[src/rtl/i2c_tg_pkg.sv]
package i2c_tg_pkg;

   // field placement inside the packed timing word
   localparam int PRESC_LSB  = 28;
   localparam int PRESC_W    = 4;
   localparam int SETUP_LSB  = 20;
   localparam int HOLD_LSB   = 16;
   localparam int DEL_W      = 4;
   localparam int HIGH_LSB   = 8;
   localparam int LOW_LSB    = 0;
   localparam int PER_W      = 8;
   localparam int SYNC_BASE  = 2;

   typedef enum logic [1:0] {
      PH_IDLE = 2'd0,
      PH_LOW  = 2'd1,
      PH_HIGH = 2'd2
   } phase_t;

endpackage

[src/rtl/tg_cfg_latch.sv]
module tg_cfg_latch
   import i2c_tg_pkg::*;
#(
   parameter int FILT_MAX = 16,
   parameter int FILT_W   = 5,
   parameter int CNT_W    = 13
) (
   input  logic              clk,
   input  logic              rst_n,
   input  logic              enable,
   input  logic [31:0]       cfg_word,
   input  logic [FILT_W-1:0] filt_coef,
   output logic [CNT_W-1:0]  low_len,
   output logic [CNT_W-1:0]  high_len,
   output logic [CNT_W-1:0]  hold_at
);

   initial begin
      assert (FILT_MAX >= 0 && FILT_MAX < (1 << FILT_W))
         else $error("FILT_MAX does not fit FILT_W");
   end

   logic [FILT_W-1:0] filt_eff;
   logic [CNT_W-1:0]  tbase, sync_len, low_by_count, low_by_setup;
   logic [CNT_W-1:0]  low_n, high_n, hold_n;
   logic              unused_rsvd;

   assign unused_rsvd = ^cfg_word[27:24];

   always_comb begin
      filt_eff     = (filt_coef > FILT_W'(FILT_MAX)) ? FILT_W'(FILT_MAX) : filt_coef;
      tbase        = CNT_W'(cfg_word[PRESC_LSB +: PRESC_W]) + CNT_W'(1);
      sync_len     = CNT_W'(SYNC_BASE) + CNT_W'(filt_eff);
      low_by_count = sync_len + (CNT_W'(cfg_word[LOW_LSB +: PER_W]) + CNT_W'(1)) * tbase;
      hold_n       = CNT_W'(cfg_word[HOLD_LSB +: DEL_W]) * tbase + CNT_W'(1);
      low_by_setup = hold_n + (CNT_W'(cfg_word[SETUP_LSB +: DEL_W]) + CNT_W'(1)) * tbase;
      low_n        = (low_by_count > low_by_setup) ? low_by_count : low_by_setup;
      high_n       = sync_len + (CNT_W'(cfg_word[HIGH_LSB +: PER_W]) + CNT_W'(1)) * tbase;
   end

   always_ff @(posedge clk or negedge rst_n) begin
      if (!rst_n) begin
         // lengths of an all-zero word
         low_len  <= CNT_W'(3);
         high_len <= CNT_W'(3);
         hold_at  <= CNT_W'(1);
      end else if (!enable) begin
         low_len  <= low_n;
         high_len <= high_n;
         hold_at  <= hold_n;
      end
   end

   assert_frozen_while_on_R2: assert property (@(posedge clk) disable iff (!rst_n)
      enable |=> ($stable(low_len) && $stable(high_len) && $stable(hold_at)));

endmodule

[src/rtl/tg_phase_seq.sv]
module tg_phase_seq
   import i2c_tg_pkg::*;
#(
   parameter int CNT_W      = 13,
   parameter bit STRETCH_EN = 1'b1
) (
   input  logic             clk,
   input  logic             rst_n,
   input  logic             enable,
   input  logic             scl_in,
   input  logic [CNT_W-1:0] low_len,
   input  logic [CNT_W-1:0] high_len,
   input  logic [CNT_W-1:0] hold_at,
   output logic             scl_drive_low,
   output logic             sda_update
);

   initial begin
      assert (CNT_W >= 2) else $error("CNT_W too small");
   end

   phase_t           phase_q;
   logic [CNT_W-1:0] elapsed_q;
   logic             seen_high_q;
   logic             high_go;

   generate
      if (STRETCH_EN) begin : g_stretch
         assign high_go = seen_high_q | scl_in;
      end else begin : g_fixed
         logic unused_scl;
         assign unused_scl = scl_in ^ seen_high_q;
         assign high_go    = 1'b1;
      end
   endgenerate

   always_ff @(posedge clk or negedge rst_n) begin
      if (!rst_n) begin
         phase_q     <= PH_IDLE;
         elapsed_q   <= '0;
         seen_high_q <= 1'b0;
      end else if (!enable) begin
         phase_q     <= PH_IDLE;
         elapsed_q   <= '0;
         seen_high_q <= 1'b0;
      end else begin
         case (phase_q)
            PH_IDLE: begin
               phase_q   <= PH_LOW;
               elapsed_q <= '0;
            end
            PH_LOW: begin
               if (elapsed_q == low_len - CNT_W'(1)) begin
                  phase_q   <= PH_HIGH;
                  elapsed_q <= '0;
               end else begin
                  elapsed_q <= elapsed_q + CNT_W'(1);
               end
            end
            PH_HIGH: begin
               if (high_go) begin
                  seen_high_q <= 1'b1;
                  if (elapsed_q == high_len - CNT_W'(1)) begin
                     phase_q     <= PH_LOW;
                     elapsed_q   <= '0;
                     seen_high_q <= 1'b0;
                  end else begin
                     elapsed_q <= elapsed_q + CNT_W'(1);
                  end
               end
            end
            default: phase_q <= PH_IDLE;
         endcase
      end
   end

   assign scl_drive_low = (phase_q == PH_LOW);
   assign sda_update    = (phase_q == PH_LOW) && (elapsed_q == hold_at);

   assert_release_when_off_R1: assert property (@(posedge clk) disable iff (!rst_n)
      !enable |=> (!scl_drive_low && !sda_update));

   assert_low_bounded_R3: assert property (@(posedge clk) disable iff (!rst_n)
      (phase_q == PH_LOW) |-> (elapsed_q < low_len));

   assert_strobe_single_R5: assert property (@(posedge clk) disable iff (!rst_n)
      sda_update |=> !sda_update);

   assert_first_low_R11: assert property (@(posedge clk) disable iff (!rst_n)
      (phase_q == PH_IDLE && enable) |=> scl_drive_low);

   generate
      if (STRETCH_EN) begin : g_stretch_chk
         assert_stretch_holds_R7: assert property (@(posedge clk) disable iff (!rst_n)
            (enable && phase_q == PH_HIGH && !seen_high_q && !scl_in)
               |=> (phase_q == PH_HIGH && elapsed_q == '0));
      end
   endgenerate

endmodule

[src/rtl/i2c_scl_timing_gen.sv]
module i2c_scl_timing_gen
   import i2c_tg_pkg::*;
#(
   parameter  int FILT_MAX   = 16,
   parameter  bit STRETCH_EN = 1'b1,
   localparam int FILT_W     = $clog2(FILT_MAX + 1)
) (
   input  logic              clk,
   input  logic              rst_n,
   input  logic              enable,
   input  logic [31:0]       cfg_word,
   input  logic [FILT_W-1:0] filt_coef,
   input  logic              scl_in,
   output logic              scl_drive_low,
   output logic              sda_update
);

   localparam int TB_MAX  = 1 << PRESC_W;
   localparam int LOW_MAX = SYNC_BASE + FILT_MAX + (1 << PER_W) * TB_MAX;
   localparam int SET_MAX = ((1 << DEL_W) - 1) * TB_MAX + 1 + (1 << DEL_W) * TB_MAX;
   localparam int LEN_MAX = (LOW_MAX > SET_MAX) ? LOW_MAX : SET_MAX;
   localparam int CNT_W   = $clog2(LEN_MAX + 1);

   logic [CNT_W-1:0] low_len, high_len, hold_at;

   tg_cfg_latch #(
      .FILT_MAX (FILT_MAX),
      .FILT_W   (FILT_W),
      .CNT_W    (CNT_W)
   ) i_cfg (
      .clk       (clk),
      .rst_n     (rst_n),
      .enable    (enable),
      .cfg_word  (cfg_word),
      .filt_coef (filt_coef),
      .low_len   (low_len),
      .high_len  (high_len),
      .hold_at   (hold_at)
   );

   tg_phase_seq #(
      .CNT_W      (CNT_W),
      .STRETCH_EN (STRETCH_EN)
   ) i_seq (
      .clk           (clk),
      .rst_n         (rst_n),
      .enable        (enable),
      .scl_in        (scl_in),
      .low_len       (low_len),
      .high_len      (high_len),
      .hold_at       (hold_at),
      .scl_drive_low (scl_drive_low),
      .sda_update    (sda_update)
   );

endmodule

[config.mk]
export PLATFORM = sky130hd
export DESIGN_NAME = i2c_scl_timing_gen
export DESIGN_NICKNAME = d
export VERILOG_FILES = /design/src/rtl/i2c_tg_pkg.sv /design/src/rtl/tg_cfg_latch.sv /design/src/rtl/tg_phase_seq.sv /design/src/rtl/i2c_scl_timing_gen.sv
export SDC_FILE = /design/constraint.sdc
export NUM_CORES = 1
export LEC_CHECK = 0
export ABC_AREA = 1
export BUFFER_PORTS_ARGS = -buffer_cell sky130_fd_sc_hd__buf_4
export CAP_MARGIN = 30
export CORE_UTILIZATION = 58
export CTS_BUF_LIST = sky130_fd_sc_hd__clkbuf_16
export DETAILED_ROUTE_END_ITERATION = 10
export PLACE_DENSITY_LB_ADDON = 0.1
export REMOVE_ABC_BUFFERS = 1
export SLEW_MARGIN = 20
export SYNTH_ARGS = -nofsm -noshare
export SYNTH_HDL_FRONTEND = slang
export SYNTH_SLANG_ARGS = --single-unit
[constraint.sdc]
create_clock -name clk -period 2.05 [get_ports clk]
set_input_delay 0.41 -clock clk [delete_from_list [all_inputs] [get_ports clk]]
set_output_delay 0.41 -clock clk [all_outputs]
set_load 0.02 [all_outputs]
# After elaboration in Yosys (flattened, before gate mapping)
# Index checks and enable logic that the tools add are counted.
[totals] ff_bits=55 input_bits=41 out_inout_bits=2 word_cells=57
[op_classes] n_addsub=12 multipliers=4 order_cmp=2 eq_ne=11 n_mux=16 n_bitwise=1 reduce_logical=5
[op_table] op="$mux 13" n=5
[op_table] op="$add 13x13->13" n=3
[op_table] op="$eq 13x13->1" n=3
[op_table] op="$mul 13x13->13" n=3
[op_table] op="$pmux 13 s3" n=1
[op_table] op="$add 13x1->13 const B" n=2
[op_table] op="$sub 13x1->13 const B" n=2
[op_table] op="$add 8x1->9 const B" n=2
[op_table] op="$gt 13x13->1" n=1
[op_table] op="$mul 4x13->13" n=1
[op_table] op="$add 4x1->5 const B" n=2
[op_table] op="$ne 3x2->1 const B" n=3
[op_table] op="$mux 2" n=4
[op_table] op="$add 2x5->6 const A" n=1
[op_table] op="$pmux 2 s3" n=1
[op_table] op="$gt 5x5->1 const B" n=1
[op_table] op="$mux 5" n=1
[op_table] op="$mux 1" n=4
[op_table] op="$ne 2x1->1 const B" n=2
[op_table] op="$ne 4x1->1 const B" n=1
[op_table] op="$reduce_and 2->1" n=2
[op_table] op="$reduce_and 3->1" n=1
[op_table] op="$eq 2x1->1 const B" n=1
[op_table] op="$eq 2x2->1 const B" n=1
[op_table] op="3 further kinds" n=3

# Depth between registers and ports, before layout
[logic_depth] ltp_word=6 depth_mapped=40 mapped_depth_nobuf=37

# Cells and area by module
# Synthesis repeated with hierarchy kept, for this count alone.
[unflattened] hier_cells=1327 hier_area_um2=9175.0
[modules_own_cells] module="tg_cfg_latch" n_inst=1 cells_per_inst=957 area_each_um2=6937.9 seq_area_each_um2=907.1
[modules_own_cells] module="tg_phase_seq" n_inst=1 cells_per_inst=370 area_each_um2=2237.1 seq_area_each_um2=400.4

# Worst setup path after synthesis
# OpenSTA, ideal clock, no wires.
[synth_timing] path_kind="input to register" from="in cfg_word[28]" to="reg i_cfg.low_len[7]" setup_ns=0.118 arrival_time_ns=7.047 t_required_ns=1.932 setup_slack_ns=-5.114 path_stages=36 n_path_buf=2 path_cell_list="ha_1 -> xor2_1 -> clkbuf_1 -> nand2_1 -> fa_1 -> inv_1 -> fa_1 -> ha_1 -> a21oi_1 -> nand2_1 -> xor2_1 -> fa_1 -> inv_1 -> fa_1 -> fa_1 -> inv_1 -> ha_1 -> nand2_1 -> o21ai_1 -> a21oi_1 -> o21ai_1 -> xor2_1 -> ha_1 -> nand2_1 -> nor2_1 -> nor3_1 -> nand2_1 -> nand2_1 -> nand2_1 -> nand2_1 -> nand2_1 -> nand2_1 -> clkbuf_1 -> nand3_1 -> nand3_1 -> nand2_1"
[synth_between] elab_chain_len=6 word_cells_on_any_way=9 classes_between="add/sub (4); mul (3); order compare (1); mux (1)"
[synth_lines] element="from (decl)" line_no="i2c_scl_timing_gen.sv:11" rtl="input logic [31:0] cfg_word,"
[synth_lines] element="$add 4x1->5 (*)" line_no="tg_cfg_latch.sv:32" rtl="tbase = CNT_W'(cfg_word[PRESC_LSB +: PRESC_W]) + CNT_W'(1);"
[synth_lines] element="$mul 4x13->13 (*)" line_no="tg_cfg_latch.sv:35" rtl="hold_n = CNT_W'(cfg_word[HOLD_LSB +: DEL_W]) * tbase + CNT_W'(1);"
[synth_lines] element="$add 13x1->13 (*)" line_no="tg_cfg_latch.sv:35"
[synth_lines] element="via i_cfg.hold_n[4]" line_no="tg_cfg_latch.sv:25" rtl="logic [CNT_W-1:0] low_n, high_n, hold_n;"
[synth_lines] element="$add 13x13->13 (*)" line_no="tg_cfg_latch.sv:36" rtl="low_by_setup = hold_n + (CNT_W'(cfg_word[SETUP_LSB +: DEL_W]) + CNT_W'(1)) * tbase;"
[synth_lines] element="$gt 13x13->1" line_no="tg_cfg_latch.sv:37" rtl="low_n = (low_by_count > low_by_setup) ? low_by_count : low_by_setup;"
[synth_lines] element="$mux 13 (*)" line_no="tg_cfg_latch.sv:37"
[synth_lines] element="to (signal assigned)" line_no="tg_cfg_latch.sv:48" rtl="low_len <= low_n;"
[synth_lines] element="to (decl)" line_no="tg_cfg_latch.sv:13" rtl="output logic [CNT_W-1:0] low_len,"
# Mark *: on every way through the listed nets, which the timed path passes. The rest lies on a longest branch.
# A chain may end at the register's enable or synchronous reset.

# Final worst setup path
[layout_timing] from="in cfg_word[29]" to="reg i_cfg.low_len[3]"
[layout_between] elab_chain_len=6 word_cells_on_any_way=9 classes_between="add/sub (4); mul (3); order compare (1); mux (1)"
[layout_lines] element="$add 4x1->5" line_no="tg_cfg_latch.sv:32"
[layout_lines] element="$mul 4x13->13" line_no="tg_cfg_latch.sv:35"
[layout_lines] element="$add 13x1->13" line_no="tg_cfg_latch.sv:35"
[layout_lines] element="via i_cfg.hold_n[5]" line_no="tg_cfg_latch.sv:25"
[layout_lines] element="$add 13x13->13" line_no="tg_cfg_latch.sv:36"
[layout_lines] element="$gt 13x13->1" line_no="tg_cfg_latch.sv:37"
[layout_lines] element="$mux 13" line_no="tg_cfg_latch.sv:37"
# The timed path passes the listed nets, and every way through them passes these cells.

==> run metrics <==
final worst-path cycle share 325%; final WL 30000 um; clk_lat worst skew 300 ps; biggest area consumer among synthesized cells fa_1; die area 0.0160 sq mm; first-pass GRT wire length 42300 um; Mapped Area 0.00896 sq mm; WP data arrival 6890 ps; Worst EP required 2280 ps; Max Clk Rate 150 MHz; final hold slack 121 ps; Period minus WS final 6650 ps; delay-heaviest family, CP adder cells; PD cells 1190 mW/mm^2; clock tree buffer depth 2; CTS Buf Count 5; violated checks negative setup slack; max-slew violations 0; flop2flop setup slack -100 ps; CP max stage cell fa_1; GRT Total Usage 32.8%; gr busiest metal met2; CP startpoint kind input pin; critical path endpoint category flip-flop; M1 GR Usage 38.4%; cells after synthesis 1280; I/O pin count 43; Final Hold Viols 0; # H-tree levels 2; Internal 7.54 mW; setup TNS -92790 ps; CTS Hold Buffers Added 0; commonest non-fill, non-tap cell in the layout nand2_1; Switching Fraction 49.4%; Final Worst Setup Slack -4600 ps; Core Region 0.0151 sq mm; most used cells in the layout excluding fill and tap cells nand2_1, buf_4, inv_1; Net Sw Power 7.35 mW; Setup WS pre-CTS -4940 ps; met3 Use GR 2.83%; clock sink count 52; top post-synthesis cells by area fa_1, ha_1, nand2_1; Crit path buffers/inverters 9; Ant. Diodes 0; area grow syn2layout 40.0%; max incr delay on CP 550 ps; initial cell density of the core 59.2%; die width 126 um; Worst Hold Class input pin to asynchronous set/reset pin; post-route ant nets 0; met2 usage 61.2%; Via Count 9693; Iter 0 DRT Violations 565; fill count 884; GP Congestion 0.863; synth warn 0; fraction of layout cells with a size suffix above 1 33.4%; outcome finished with violations; R2R Path End i_seq.phase_q[0]; Distinct cells, synth 48; worst vdd ir 0.859 mV; Tot Pwr 14.9 mW; Syn Area/Cell 7.00 sq um; CTS tree done; final setup fails 50; RSZ-0062 raised after global routing true; start of the worst register-to-register path i_cfg.high_len[0]; vias in the first global route 9466; mux cell area share after synthesis 0%; Clk pwr share 6.1%; port bufs 38; Post-Synth XOR/XNOR Area 7.09%; slew margin rel. 43.5%; Die Ht 126 um; register share of total power 11.3%; clock slew seen by the registers of the worst setup and hold paths 80 ps; complex-gate fraction of the synthesized area 5.39%; Crit Path Class input pin to flip-flop; max cap viols 0; Worst R2R Path Depth 15; initial antenna violation count 0; EDFF count, synth 0; row count 45; GRT overflow 0; DR vias/cell 5.57; adder-cell share of the synthesized area 31.4%; cell repeated most along the worst path nand2_1; share of the synthesized area in the top cell type 16.7%; Seq/Total Area, Yosys 14.6%; DP HPWL 18700 um; leak pwr 6.75 nW; DRC violations left 0; slew at the pin with the worst max-slew slack 847 ps; 1st-pass router iterations 5; combinational power share 82.6%; post-synthesis register bit count 52; ys async rst share 100%; Layout Skew 8.96 ps; fin util 82.9%; combinational family with the most area after synthesis adder cells; top fanout value on the critical path 6; Synth Flop Type dfrtp_1; root buffer cell clkbuf_16; Layout Nets 1773; wire length per cell 17.3 um; largest net degree at the start of global routing 53; simple-gate share of the synthesized area 29.8%
worst reg2reg max path: cells and delay by family, from the launching register on:
kind	cells	cell delay, ps
AO/OA/AOI/OAI	1	90
XOR/XNOR	1	140
adder cells (fa/ha/maj)	1	250
buffers and inverters	2	190
flip-flops	1	540
AND/OR/NAND/NOR	10	840
metal layers:
| metal | up-vias | wire, um |
|---|---|---|
| li1 | 4493 | - |
| met1 | 4612 | 11100 |
| met4 | 0 | 1980 |
| met2 | 432 | 15200 |
| met5 | - | 0 |
| met3 | 156 | 1740 |
worst max path at each step:
stage	endpoint	cells after the start	slack [ps]	from
global route	i_cfg.low_len[3]	40	-4940	cfg_word[29]
floorplan	i_cfg.low_len[10]	35	-5180	cfg_word[28]
CTS	i_cfg.low_len[5]	37	-4260	cfg_word[28]
global placement	i_cfg.low_len[11]	36	-4750	cfg_word[28]
detailed placement	i_cfg.low_len[6]	36	-4940	cfg_word[28]
finish	i_cfg.low_len[3]	40	-4600	cfg_word[29]
final cells by class:
cell class                 instances  area, sq um  area share [%]
tap                              188          235            1.87
inverter                         236          891            7.10
multi-input combinational        960         7520            59.9
clock buffer                       5          125           0.997
sequential                        52         1310            10.4
timing repair buffer             297         2440            19.5
clock inverter                     3         28.8           0.229
metrics by stage:
stage	std cells	cell area, sq um
final	1741	12500
after global routing	1741	12500
after CTS	1720	12000
after detailed placement	1680	10900
after global placement	1680	10900
after floorplan	1246	8800
flip-flops by register name, summed over array words and instances, names as in the netlist:
signal	count
i_cfg.high_len	13
i_cfg.hold_at	10
i_cfg.low_len	13
i_seq.elapsed_q	13
i_seq.phase_q	2
i_seq.seen_high_q	1
synth_stat cells (13+ instances only):
master and n:
nand2_1 341, ha_1 105, a21oi_1 29, xor2_1 48, nand4_1 13, o21ai_0 32, inv_1 227, clkbuf_1 21
nand3_1 82, dfrtp_1 47, xnor2_1 22, nor2_1 118, fa_1 75
power by group through the flow:
stage | clock [mW] | combinational, mW | sequential, mW
5_1_grt | 0.949 | 13.4 | 1.71
3_5_place_dp | 0 | 9.29 | 1.68
4_1_cts | 0.918 | 10.9 | 1.66
6_report | 0.908 | 12.3 | 1.68
3_3_place_gp | 0 | 8.98 | 1.66
2_1_floorplan | 0 | 5.64 | 1.61
kinds of logic after synthesis:
logic type                 Yosys count
buffers and inverters              271
DFF                                 52
xor gates and xnor gates            71
other                                1
adders and majority gates          180
AOI/OAI and AO/OA                   87
and+or+nand+nor                    618
what timing repair did:
action,in CTS,in global routing
buffers inserted,30,28
endpoints found under the setup margin,50,50
pin swaps,61,63
resized for setup,140,123
cloned,3,1
Note: power is estimated with default switching activity, not from simulation.
